$ cat src/rtl/tick_timer_pkg.sv
package tick_timer_pkg;
  localparam int DATA_W = 32;

  typedef enum logic [1:0] {
    SEL_CTRL    = 2'd0,
    SEL_RELOAD  = 2'd1,
    SEL_CURRENT = 2'd2,
    SEL_CALIB   = 2'd3
  } reg_sel_e;

  localparam int CTL_RUN_BIT   = 0;
  localparam int CTL_IRQE_BIT  = 1;
  localparam int CTL_SRC_BIT   = 2;
  localparam int CTL_ZERO_BIT  = 16;
  localparam int CAL_SKEW_BIT  = 30;
  localparam int CAL_NOREF_BIT = 31;
endpackage

$ cat src/rtl/tick_source.sv
module tick_source #(
  parameter int SYNC_STAGES = 2
) (
  input  logic clk,
  input  logic rst_n,
  input  logic run,
  input  logic use_ref,
  input  logic ref_in,
  output logic tick
);
  localparam int MSB = SYNC_STAGES - 1;

  logic [MSB:0] sync_q;
  logic         last_q;
  logic         ref_rise;

  generate
    if (SYNC_STAGES == 1) begin : g_single
      always_ff @(posedge clk or negedge rst_n) begin
        if (!rst_n) sync_q <= '0;
        else        sync_q <= ref_in;
      end
    end else begin : g_chain
      always_ff @(posedge clk or negedge rst_n) begin
        if (!rst_n) sync_q <= '0;
        else        sync_q <= {sync_q[MSB-1:0], ref_in};
      end
    end
  endgenerate

  always_ff @(posedge clk or negedge rst_n) begin
    if (!rst_n) last_q <= 1'b0;
    else        last_q <= sync_q[MSB];
  end

  assign ref_rise = sync_q[MSB] & ~last_q;
  assign tick     = run & (use_ref ? ref_rise : 1'b1);
endmodule

$ cat src/rtl/tick_counter.sv
module tick_counter #(
  parameter int CNT_W = 24
) (
  input  logic             clk,
  input  logic             rst_n,
  input  logic             tick,
  input  logic             clear,
  input  logic [CNT_W-1:0] reload,
  output logic [CNT_W-1:0] count,
  output logic             hit
);
  localparam logic [CNT_W-1:0] ONE = CNT_W'(1);

  logic at_zero;
  assign at_zero = (count == '0);
  assign hit     = tick & ~clear & (count == ONE);

  always_ff @(posedge clk or negedge rst_n) begin
    if (!rst_n)       count <= '0;
    else if (clear)   count <= '0;
    else if (tick)    count <= at_zero ? reload : count - ONE;
  end
endmodule

$ cat src/rtl/tick_regs.sv
module tick_regs
  import tick_timer_pkg::*;
#(
  parameter int               CNT_W       = 24,
  parameter int               ADDR_W      = 4,
  parameter logic [CNT_W-1:0] CAL_TENMS   = '0,
  parameter logic             CAL_INEXACT = 1'b0,
  parameter logic             CAL_NOREF   = 1'b0
) (
  input  logic              clk,
  input  logic              rst_n,
  input  logic [ADDR_W-1:0] addr,
  input  logic              wr_en,
  input  logic [DATA_W-1:0] wr_data,
  input  logic              rd_en,
  output logic [DATA_W-1:0] rd_data,
  input  logic [CNT_W-1:0]  count,
  input  logic              hit,
  output logic              run,
  output logic              use_ref,
  output logic [CNT_W-1:0]  reload,
  output logic              clear_cur,
  output logic              zero_flag,
  output logic              irq
);
  reg_sel_e    sel;
  logic        irq_en;
  logic        wr_ctrl, wr_reload, rd_ctrl;
  logic [DATA_W-1:0] word;
  logic        unused_bits;

  assign sel       = reg_sel_e'(addr[3:2]);
  assign wr_ctrl   = wr_en & (sel == SEL_CTRL);
  assign wr_reload = wr_en & (sel == SEL_RELOAD);
  assign clear_cur = wr_en & (sel == SEL_CURRENT);
  assign rd_ctrl   = rd_en & (sel == SEL_CTRL);
  assign unused_bits = ^{addr[1:0], wr_data[DATA_W-1:CNT_W]};

  always_ff @(posedge clk or negedge rst_n) begin
    if (!rst_n) begin
      run     <= 1'b0;
      irq_en  <= 1'b0;
      use_ref <= 1'b0;
    end else if (wr_ctrl) begin
      run     <= wr_data[CTL_RUN_BIT];
      irq_en  <= wr_data[CTL_IRQE_BIT];
      use_ref <= wr_data[CTL_SRC_BIT];
    end
  end

  always_ff @(posedge clk or negedge rst_n) begin
    if (!rst_n)         reload <= '0;
    else if (wr_reload) reload <= wr_data[CNT_W-1:0];
  end

  always_ff @(posedge clk or negedge rst_n) begin
    if (!rst_n)         zero_flag <= 1'b0;
    else if (clear_cur) zero_flag <= 1'b0;
    else if (hit)       zero_flag <= 1'b1;
    else if (rd_ctrl)   zero_flag <= 1'b0;
  end

  always_ff @(posedge clk or negedge rst_n) begin
    if (!rst_n) irq <= 1'b0;
    else        irq <= hit & irq_en;
  end

  always_comb begin
    word = '0;
    unique case (sel)
      SEL_CTRL: begin
        word[CTL_RUN_BIT]  = run;
        word[CTL_IRQE_BIT] = irq_en;
        word[CTL_SRC_BIT]  = use_ref;
        word[CTL_ZERO_BIT] = zero_flag;
      end
      SEL_RELOAD:  word[CNT_W-1:0] = reload;
      SEL_CURRENT: word[CNT_W-1:0] = count;
      SEL_CALIB: begin
        word[CNT_W-1:0]     = CAL_TENMS;
        word[CAL_SKEW_BIT]  = CAL_INEXACT;
        word[CAL_NOREF_BIT] = CAL_NOREF;
      end
      default: word = '0;
    endcase
  end

  always_ff @(posedge clk or negedge rst_n) begin
    if (!rst_n) rd_data <= '0;
    else        rd_data <= rd_en ? word : '0;
  end
endmodule

$ cat src/rtl/tick_timer.sv
module tick_timer
  import tick_timer_pkg::*;
#(
  parameter int               CNT_W       = 24,
  parameter int               ADDR_W      = 4,
  parameter int               SYNC_STAGES = 2,
  parameter logic [CNT_W-1:0] CAL_TENMS   = CNT_W'(149999),
  parameter logic             CAL_INEXACT = 1'b0,
  parameter logic             CAL_NOREF   = 1'b0
) (
  input  logic              clk,
  input  logic              rst_n,
  input  logic              ref_tick_in,
  input  logic [ADDR_W-1:0] reg_addr,
  input  logic              reg_wr_en,
  input  logic [31:0]       reg_wr_data,
  input  logic              reg_rd_en,
  output logic [31:0]       reg_rd_data,
  output logic              irq_pulse
);
  logic             run, use_ref, tick, hit, clear_cur, zero_flag;
  logic [CNT_W-1:0] reload_q, cnt_q;

  tick_source #(.SYNC_STAGES(SYNC_STAGES)) u_src (
    .clk(clk), .rst_n(rst_n), .run(run), .use_ref(use_ref),
    .ref_in(ref_tick_in), .tick(tick)
  );

  tick_counter #(.CNT_W(CNT_W)) u_cnt (
    .clk(clk), .rst_n(rst_n), .tick(tick), .clear(clear_cur),
    .reload(reload_q), .count(cnt_q), .hit(hit)
  );

  tick_regs #(
    .CNT_W(CNT_W), .ADDR_W(ADDR_W), .CAL_TENMS(CAL_TENMS),
    .CAL_INEXACT(CAL_INEXACT), .CAL_NOREF(CAL_NOREF)
  ) u_regs (
    .clk(clk), .rst_n(rst_n), .addr(reg_addr), .wr_en(reg_wr_en),
    .wr_data(reg_wr_data), .rd_en(reg_rd_en), .rd_data(reg_rd_data),
    .count(cnt_q), .hit(hit), .run(run), .use_ref(use_ref),
    .reload(reload_q), .clear_cur(clear_cur), .zero_flag(zero_flag),
    .irq(irq_pulse)
  );
endmodule

$ cat config.mk
export PLATFORM = sky130hd
export DESIGN_NAME = tick_timer
export DESIGN_NICKNAME = d
export VERILOG_FILES = /design/src/rtl/tick_timer_pkg.sv /design/src/rtl/tick_source.sv /design/src/rtl/tick_counter.sv /design/src/rtl/tick_regs.sv /design/src/rtl/tick_timer.sv
export SDC_FILE = /design/constraint.sdc
export NUM_CORES = 1
export LEC_CHECK = 0
export ABC_AREA = 1
export CORE_MARGIN = 10
export CORE_UTILIZATION = 57
export DETAILED_ROUTE_END_ITERATION = 10
export MAX_ROUTING_LAYER = met4
export PLACE_DENSITY_LB_ADDON = 0.3
export SKIP_LAST_GASP = 1
export SYNTH_ARGS = -nofsm -noshare
export SYNTH_HDL_FRONTEND = slang
export SYNTH_SLANG_ARGS = --single-unit
$ cat constraint.sdc
create_clock -name clk -period 2.3 [get_ports clk]
set_input_delay 0.46 -clock clk [delete_from_list [all_inputs] [get_ports clk]]
set_output_delay 0.46 -clock clk [all_outputs]
set_load 0.02 [all_outputs]
---- Word-level counts from Yosys, hierarchy flattened ----
Cells that the tools add are included.
word-level totals
  register bits ........................... 88
  bits of input ports ..................... 41
  output and inout bits ................... 33
  word-level logic and storage cells ...... 42
operators by class
  $add $sub $neg .......................... 1
  eq/ne operators ......................... 4
  mux-type cells .......................... 12
  bitwise logic cells ..................... 11
  reduce and logical (&&, ||, !) cells .... 4
operators with widths
  cell                                                   number
  2-to-1 mux 24 bit                                      4
  one-hot mux 13 bit (3 select lines)                    1
  equality test 24 x 1 -> 1 bit (second input constant)  1
  logical NOT 24 bit                                     1
  subtractor 24 x 1 -> 24 bit (second input constant)    1
  one-hot mux 7 bit (3 select lines)                     1
  one-hot mux 3 bit (4 select lines)                     1
  AND 1 bit                                              9
  equality test 2 bit (second input constant)            2
  2-to-1 mux 1 bit                                       4
  one-hot mux 1 bit (4 select lines)                     1
  nonzero test 3 bit                                     1
  equality test 2 x 1 -> 1 bit (second input constant)   1
  logical NOT 2 bit                                      1
  inverter 1 bit                                         2
  nonzero test 2 bit                                     1

---- Depth between registers and ports, before layout ----
Gate-level depths: netlist of the first run.
  word-level depth ........................ 8
  depth in mapped cells ................... 10
  gate-level depth less buffers ........... 9

---- Cells and area by module ----
From an unflattened synthesis of the first run, not the netlist that was laid out.
unflattened totals
  cells, all modules ...................... 588
  area, all modules ....................... 4,352.9 µm²
by module, submodules not included
  module        times used  cells each  area each (µm²)  sequential area each (µm²)
  tick_regs     1           249         2,242.2          1,326.3
  tick_counter  1           332         2,015.7          600.6
  tick_source   1           7           95.1             75.1

---- Worst setup path after synthesis of the first run ----
OpenSTA, ideal clock, no wires.
  path kind ............................... reg2reg
  start ................................... register u_cnt.count[0]
  end ..................................... register u_cnt.count[18]
  setup time .............................. 0.116 ns
  arrival time ............................ 1.387 ns
  data required time ...................... 2.184 ns
  path slack .............................. 0.796 ns
  cell stages (with the launch flop) ...... 10
  buffers on the path ..................... 0
  cells stage by stage .................... dfrtp_1 -> inv_1 -> ha_1 -> nand2_1 -> nor2_1 -> nand3_1 -> nand2_1 -> nand3_1 -> nand2_1 -> nand2_1
on the way
  longest elaborated chain between the ends .. 4
  elaborated cells on any way between the ends .. 5
  those cells by class .................... add/sub: 1; mux: 3; reduce/logical: 1
RTL lines
  item                                                                      line                                    RTL
  start, declared                                                           tick_counter.sv:9                       output logic [CNT_W-1:0] count,
  start signal, assigned                                                    tick_counter.sv:21                      else if (tick) count <= at_zero ? reload : count - ONE;
  subtractor 24 x 1 -> 24 bit / logical NOT 24 bit (equally long branches)  tick_counter.sv:21, tick_counter.sv:15
  2-to-1 mux 24 bit (*) (2 in series)                                       tick_counter.sv:21
  2-to-1 mux 24 bit (*)                                                     tick_counter.sv:20                      else if (clear) count <= '0;
Mark *: on every way between the ends. The rest lies on a longest branch, timed or not. The select of a mux whose other input is x is not followed.
A chain may end at the register's enable or synchronous reset.

---- Worst setup path after layout of the first run ----
  start ................................... input port reg_addr[2]
  end ..................................... register u_cnt.count[23]
on the way
  longest elaborated chain between the ends .. 3
  elaborated cells on any way between the ends .. 4
  those cells by class .................... eq/ne: 1; mux: 1; bitwise: 1; reduce/logical: 1
RTL lines
  item                                                            line              RTL
  start, declared                                                 tick_timer.sv:14  input logic [ADDR_W-1:0] reg_addr,
  equality test 2 bit (*)                                         tick_regs.sv:35   assign clear_cur = wr_en & (sel == SEL_CURRENT);
  AND 1 bit (*)                                                   tick_regs.sv:35
  2-to-1 mux 24 bit / nonzero test 2 bit (equally long branches)  n/a
Mark *: on every way between the ends. The rest lies on a longest branch, timed or not.

==> results by stage, run 1 <==
Layout:
- The number of non-filler instances in the completed layout is 694.
- The most common cell after layout, fill and taps aside is sky130_fd_sc_hd__nand2_1.
- The count of inserted antenna diode cells is 0.
- The fraction of layout cells with a size suffix above 1 is 0.139.
- The growth of design area from synthesis to finish is 19.8%.
- The finished layout cell area is 5180 sq um.
- The library cells used most frequently in the layout, excluding fill and tap cells, are 157 x sky130_fd_sc_hd__nand2_1, 80 x sky130_fd_sc_hd__dfrtp_1, 56 x sky130_fd_sc_hd__nor2_1, 54 x sky130_fd_sc_hd__clkdlybuf4s50_1, 44 x sky130_fd_sc_hd__inv_1.
- The number of nets at the end of the flow is 634.

Pwr:
- Of the total power, combinational logic draws 0.469.
- Of the total power, the share spent switching nets is 0.447.
- The share of power burned in registers is 0.354.
- The analysis attributes to cell leakage a power of 2.52 nW.
- The total power per unit cell area is 1130 nW/um^2.
- Of the total power, the clock network draws 0.178.
- The total design power is 5.84 mW.
- The internal power of the cells totals 3.23 mW.
- The analysis attributes to net switching a power of 2.61 mW.
- IR analysis of the VDD net gives a maximum drop of 0.562 mV.

Critical path:
- The cell occurring most often along the worst timing path is sky130_fd_sc_hd__nand2_1.
- STA classifies the critical path startpoint as a primary input.
- The buffers plus inverters on the worst setup path is 2.
- Data on the critical path is required at its endpoint by 2580 ps.
- The worst stage delay on the critical path is 860 ps.
- In this run the worst path has a maximum fanout of 24.
- The largest individual stage delay along the critical path comes from the cell sky130_fd_sc_hd__a21oi_2.
- The kind of critical path is primary input to flop.
- The signal on the critical path passes through clkdlybuf4s50_1 -> inv_2 -> nand2_2 -> nor2_2 -> a21oi_2 -> nand2_1 -> nand2_1.
- For the worst setup path, the data arrival time is 2320 ps.
- STA classifies the critical path endpoint as a flop.
- The kind of cell with the highest combined delay along the critical path is compound AO/OA/AOI/OAI gates.

Synthesis:
- The netlist area before placement is 4320 sq um.
- The distinct cell type count after synthesis is 37.
- The cell count after synthesis came out at 527.
- The most used flip-flop cell after synthesis is sky130_fd_sc_hd__dfrtp_1.
- By area the synthesized netlist is led by sky130_fd_sc_hd__dfrtp_1 46%, sky130_fd_sc_hd__nand2_1 14%, sky130_fd_sc_hd__nor2_1 4.9%.
- The fraction of synthesis flops using an asynchronous set or reset pin is 1.00.
- The fraction of post-synthesis cell area in the top cell type by area is 0.463.
- The mean post-synth cell area is 8.21 sq um.
- The part of the Yosys area used for sequential elements is 0.463.
- The Yosys warning count is 0.
- The number of synthesized flops with an enable pin is 0.
- The cell taking the most area after synthesis is sky130_fd_sc_hd__dfrtp_1.
- In this run, synthesis produced a sequential element count of 80.

Placement:
- Once placement completed, the tool counted placed cells totaling 678.
- The number of I/O port buffers is 55.
- The pre-CTS setup slack is -10.1 ps.
- The area after detailed placement is 4980 sq um.
- The sum of net half-perimeters after detailed placement is 7.52 mm.
- The congestion estimate from routability-driven global placement came to 0.961.

Floorplan:
- The die area is 11500 sq um.
- The core box area is 7330 sq um.
- The starting density of the core is 0.590.
- During I/O placement, the number of pins put on the boundary was 74.
- The die boundary width is 107 um.
- The vertical die dimension is 107 um.
- The number of standard-cell rows in the floorplan is 31.

Clocking:
- The buffers inserted during post-CTS setup optimization is 0.
- The clock tree from TritonCTS is built.
- The CTS sink count is 80.
- The total number of H-tree levels is 3.
- The post-cts sizing count is 0.
- The register clock-pin slew on the reported worst setup and hold paths is 70 ps.
- The tree is rooted in a sky130_fd_sc_hd__clkbuf_8.
- The number of buffers added by the clock tree synthesis step is 9.
- The clock reaches the later pin of the worst-skew pair after 350 ps.
- The maximum clock path buffer count is 2.
- The number of buffers inserted by hold repair at cts is 0.

Run status:
- The flow ran to the end, and the final reports show no timing, DRC or antenna violations.

Global routing:
- The final global-route overflow total is 0.
- The global-route usage over all layers is 0.200.
- The number of global-route vias before repair is 3744.
- The maximum number of pins on one net before global-route repair is 45.
- The global-route wire length before repair is 18.1 mm.
- The number of antenna violations at the first check in global routing is 0.

Routing:
- Once detail routing completed, the nets flagged for antenna violations numbered 0.
- Dividing the detail-routed wire length by the instance count gives 15.3 um.
- The DRC violation total after the first TritonRoute iteration is 153.
- The first-pass detailed-route iteration total is 4.
- Summed over all layers, the routed wires come to 10.6 mm.
- In the routed design, unresolved DRC markers number 0.
- The routed via count divided by cell count is 5.41.
- The detailed-route via count is 3752.

STA:
- Setup violations remaining at the end of the flow were counted as 0.
- The tightest hold path in the finished design has a slack of 71.0 ps.
- Setup slack on the critical path of the routed design comes to 266 ps.
- For this run, the top clock speed supported by timing is 492 MHz.
- The routed design could run at a clock period as short as 2030 ps.
- The number of slew-limit violations in the final report is 0.
- The share of the clock period used by the worst path is 0.884.
- At the pin with the least slew margin, the transition time is 1210 ps.
- The max-slew headroom at the worst pin is 0.193.
- Setup repair after global routing left no endpoint under its margin.
- The count of final hold-check violations is 0.
- Clock skew on the completed layout was measured at 6.33 ps.

Run:
- The tool flagged a number of max-cap violations equal to 0.

Worst hold path:
- The type of the tightest min-delay check is primary input to async pin.
-- layer usage --
metal | vias up | track usage | wire length (um)
met5 | - | - | 0
met3 | 22 | 0.0533 | 653
met2 | 104 | 0.316 | 5160
li1 | 1801 | - | -
met4 | 0 | 0.0793 | 233
met1 | 1825 | 0.240 | 4600
-- sequential cells by signal (all words and copies together) (netlist names) --
register and cells:
u_src.sync_q 2, u_regs.run 1, u_cnt.count 24, u_regs.reload 24, u_src.last_q 1, u_regs.rd_data 24
u_regs.irq 1, u_regs.use_ref 1, u_regs.zero_flag 1, u_regs.irq_en 1
-- final cells by class --
type	instances	area, sq um
clock buffer	13	159
clock inverter	3	40.0
fill	543	2150
inverter	47	179
multi-input combinational	382	1990
sequential	80	2000
tap	99	124
timing repair buffer	70	686
-- kinds of logic after synthesis --
group,Yosys count,synth area share
and+or+nand+nor,296,0.311
DFF,80,0.463
buffers and inverters,72,0.0822
AOI/OAI and AO/OA,52,0.0764
muxes,19,0.0495
xor gates and xnor gates,4,0.00810
adders and majority gates,3,0.00868
other,1,0.000867
-- cell usage after synthesis (2+ instances only) --
| cell type | n |
|---|---|
| sky130_fd_sc_hd__nand4_1 | 12 |
| sky130_fd_sc_hd__nand3_1 | 32 |
| sky130_fd_sc_hd__mux2_1 | 9 |
| sky130_fd_sc_hd__nand2_1 | 157 |
| sky130_fd_sc_hd__clkbuf_1 | 5 |
| sky130_fd_sc_hd__nor2_1 | 56 |
| sky130_fd_sc_hd__dfrtp_1 | 80 |
| sky130_fd_sc_hd__o21ai_0 | 7 |
| sky130_fd_sc_hd__nor2_4 | 5 |
| sky130_fd_sc_hd__o21ai_1 | 4 |
| sky130_fd_sc_hd__buf_2 | 6 |
| sky130_fd_sc_hd__nand3_4 | 2 |
| sky130_fd_sc_hd__o211ai_2 | 5 |
| sky130_fd_sc_hd__nand3b_1 | 2 |
| sky130_fd_sc_hd__nor3_1 | 2 |
| sky130_fd_sc_hd__a211oi_1 | 8 |
| sky130_fd_sc_hd__inv_1 | 44 |
| sky130_fd_sc_hd__ha_1 | 3 |
| sky130_fd_sc_hd__buf_4 | 8 |
| sky130_fd_sc_hd__a21oi_1 | 23 |
| sky130_fd_sc_hd__buf_6 | 6 |
| sky130_fd_sc_hd__mux2_2 | 10 |
| sky130_fd_sc_hd__nand2_2 | 4 |
| sky130_fd_sc_hd__inv_2 | 2 |
| sky130_fd_sc_hd__xor2_1 | 3 |
| sky130_fd_sc_hd__nor2_2 | 21 |
-- final timing paths --
check                           cells past startpoint  slack [ps]       startpoint               to
worst min-delay path                                1          70            rst_n   u_cnt.count[4]
worst min register to register                      0         370  u_src.sync_q[0]  u_src.sync_q[1]
min in group clk                                    0         370  u_src.sync_q[0]  u_src.sync_q[1]
worst max register to register                      5         400  u_src.sync_q[1]  u_cnt.count[23]
max in group asynchronous                           2        1630            rst_n  u_cnt.count[23]
worst max-delay path                                7         270      reg_addr[2]  u_cnt.count[23]
-- per-stage QoR --
stage | TNS, ps | util
CTS | 0 | 0.707
global placement | 0 | 0.680
detailed placement | -21.7 | 0.680
floorplan | 0 | -
finish | 0 | 0.707
global route | 0 | 0.707
-- power by group through the flow --
stage               Combinational, mW  Clock [mW]  Sequential [mW]
detailed placement               2.69           0             2.08
global route                     3.07        1.13             2.11
CTS                              2.72        1.06             2.05
finish                           2.73        1.04             2.06
floorplan                        2.04           0             2.04
global placement                 2.61           0             2.06
Power figures use the tool's default switching activity.
==> run 2: changes to the inputs <==
--- a/config.mk
+++ b/config.mk
@@ -7,7 +7,7 @@
 export LEC_CHECK = 0
 export ABC_AREA = 1
 export CORE_MARGIN = 10
-export CORE_UTILIZATION = 57
+export CORE_UTILIZATION = 55
 export DETAILED_ROUTE_END_ITERATION = 10
 export MAX_ROUTING_LAYER = met4
 export PLACE_DENSITY_LB_ADDON = 0.3
==> run 2 against run 1 <==
  * Sequential power about the same
  * Largest cell class unchanged
  * Critical path depth did not move
  * Sequential cell count did not move
  * Combinational power about the same
  * Register-to-register slack hardly changed
==> results by stage, run 2 (synthesized netlist as in run 1, its figures left out) <==
Placement:
- Once detailed placement completed, the half-perimeter wirelength came to 7.65 mm.
- The number of I/O port buffers is 55.
- Prior to clock tree synthesis, the placed netlist has a worst setup slack of 1.77 ps.
- At the end of routability-driven placement, the weighted congestion stood at 0.990.
- In this run, placement finished with an instance count of 681.
- In this run the cell area measured after placement is 4990 sq um.

Critical path:
- The critical path is of the primary input to flop type.
- For this design, the slowest cell found on the critical path is sky130_fd_sc_hd__a21oi_2.
- The worst setup path is captured at a flop.
- The worst-case reg-to-reg path depth is 9.
- The critical path contains buffers and inverters numbering 2 combined.
- In this design, the largest share of critical-path delay is due to compound AO/OA/AOI/OAI gates.
- The worst stage delay on the critical path is 840 ps.
- The required time reported for the critical path endpoint is 2610 ps.
- The largest fanout on the critical path is 24.
- The reg2reg setup slack is 410 ps.
- STA classifies the critical path startpoint as a primary input.
- The worst register-to-register path begins at u_cnt.count[0].
- The most numerous cell type found on the critical path is sky130_fd_sc_hd__nand2_1.
- Walking the worst path, the cells encountered are clkdlybuf4s50_1 -> inv_2 -> nand2_2 -> nor2_2 -> a21oi_2 -> nand2_1 -> nand2_1.
- The endpoint identified for the worst register-to-register timing path is u_cnt.count[18].
- Data arrives at the worst endpoint at 2240 ps.

Routing:
- The DRC violation total after the first TritonRoute iteration is 259.
- The number of nets with antenna violations after detailed routing is 0.
- After detailed routing, the number of vias per cell comes to 5.35.
- After detailed routing, the total wire length is 10.7 mm.
- Dividing the detail-routed wire length by the instance count gives 15.4 um.
- The DRC violation count after routing is 0.
- The pre-antenna-repair detailed-routing pass consisted of 7 iterations.
- The final route contains 3731 vias.

STA:
- Static timing analysis puts the maximum clock frequency at 517 MHz.
- The count of final hold-check violations is 0.
- Setup violations remaining at the end of the flow were counted as 0.
- The number of slew-limit violations in the final report is 0.
- The final worst-path setup slack is 365 ps.
- The transition at the pin with the smallest max-transition slack is 1190 ps.
- Measured against its own limit, the worst slew margin works out to 0.205.
- Across the routed clock network, the largest skew measured is 9.87 ps.
- For the finished layout, the period the worst path requires is 1930 ps.
- Of the available clock period, the critical path in the final layout requires 0.841.
- Setup repair after global routing left no endpoint under its margin.
- After routing, the total negative slack on setup checks comes to 0 ps.

Clocking:
- The number of buffers added by the clock tree synthesis step is 9.
- The number of gates resized after CTS was 0.
- Clock tree synthesis found a total of 80 sinks.
- The buffers inserted during post-CTS setup optimization is 0.
- The clock tree from TritonCTS is built.
- In this run the number of H-tree levels came out at 3.
- The clock root buffer is sky130_fd_sc_hd__clkbuf_8.
- For the worst-skew pair, the clock arrives at the later sink with an insertion delay of 370 ps.
- The register clock-pin slew on the reported worst setup and hold paths is 90 ps.
- The clock passes through at most 2 buffers.

Global routing:
- The maximum number of pins on one net before global-route repair is 36.
- Global routing finished with a remaining overflow of 0.
- The number of global-route vias before repair is 3773.
- In the global route stage, overall resource usage came out at 0.196.
- The number of antenna violations at the first check in global routing was 0.
- The first global-routing pass estimated 18.0 mm of wire.

Floorplan:
- After floorplanning, the core was divided into 32 placement rows.
- During I/O placement, the number of pins put on the boundary was 74.
- The die area is 11800 sq um.
- The vertical die dimension is 109 um.
- From left edge to right edge, the die measures 109 um.
- The core box area is 7690 sq um.
- The starting density of the core is 0.562.

Layout:
- The largest registers in the layout are u_cnt.count: 24 flops, u_regs.rd_data: 24 flops, u_regs.reload: 24 flops.
- Measured on the finished design, the core utilization comes to 0.678.
- The number of antenna diodes in the final layout is 0.
- The library cells used most frequently in the layout, excluding fill and tap cells, are 157 x sky130_fd_sc_hd__nand2_1, 80 x sky130_fd_sc_hd__dfrtp_1, 56 x sky130_fd_sc_hd__nor2_1, 54 x sky130_fd_sc_hd__clkdlybuf4s50_1, 44 x sky130_fd_sc_hd__inv_1.
- The library cell used most frequently in the layout, excluding fill and tap cells, is sky130_fd_sc_hd__nand2_1.
- The final layout contains 635 nets.
- The fraction of layout cells with a size suffix above 1 is 0.141.
- From synthesis to final layout, the design area changed by 20.6%.
- The finished layout holds 697 standard cells, fillers aside.
- With fillers left out, the area of the finished cells amounts to 5210 sq um.

Pwr:
- The total power per unit cell area is 1140 nW/um^2.
- In this run the static leakage power is 2.52 nW.
- VDD sags by at most 0.555 mV.

Worst hold path:
- The destination of the worst hold path is u_src.sync_q[1].
- The worst hold path was traced through 0 stages.
- The worst hold path begins at u_src.sync_q[0].
- The type of the tightest min-delay check is flop to flop.

Run:
- The max-cap violation count is 0.

Run status:
- The run finished with clean final reports.
## run 2: cell types whose count changed in the layout (fill, tap and decap cells not counted)
cell	before	now
sky130_fd_sc_hd__bufinv_16	1	2
sky130_fd_sc_hd__clkbuf_1	2	0
sky130_fd_sc_hd__clkbuf_8	11	9
sky130_fd_sc_hd__clkinv_2	2	0
sky130_fd_sc_hd__clkinvlp_4	0	2
sky130_fd_sc_hd__dlygate4sd3_1	0	1
sky130_fd_sc_hd__inv_6	0	2
## run 2: worst max-delay path by stage
stage                         from              end  slack (ps)  cells after the start
floorplan           u_cnt.count[0]  u_cnt.count[18]         800                      9
global placement       reg_addr[2]  u_cnt.count[19]          60                      7
detailed placement     reg_addr[2]  u_cnt.count[23]           2                      7
CTS                    reg_addr[2]  u_cnt.count[23]         380                      7
global route           reg_addr[2]   u_cnt.count[9]         240                      7
finish                 reg_addr[2]  u_cnt.count[23]         370                      7
## run 2: cell type report
class	instances	area, sq um
fill	637	2470
sequential	80	2000
clock buffer	9	124
multi-input combinational	382	1990
inverter	47	179
clock inverter	6	92.6
timing repair buffer	71	696
tap	102	128
## run 2: layer usage
metal / up-vias / track usage / routed length, um
met5: - / - / 0
met4: 0 / 0.0763 / 206
met3: 24 / 0.0507 / 783
met2: 148 / 0.306 / 5020
met1: 1755 / 0.240 / 4690
li1: 1804 / - / -
## run 2: power by group
part           switching (mW)  total (mW)  internal, mW
Sequential              0.366        2.06          1.70
Clock                   0.544        1.16         0.612
Combinational            1.77        2.74         0.970
## run 2: per-stage QoR
stage | power (mW) | hold slack (ps)
after global routing | 6.42 | 369
after global placement | 4.67 | 339
after floorplan | 4.08 | 164
final | 5.96 | 359
after CTS | 5.95 | 366
after detailed placement | 4.76 | 336
## run 2: timing repair
item	CTS	global route
hold buffers	1	0
endpoints found under the hold margin	21	0
endpoints found under the setup margin	0	0
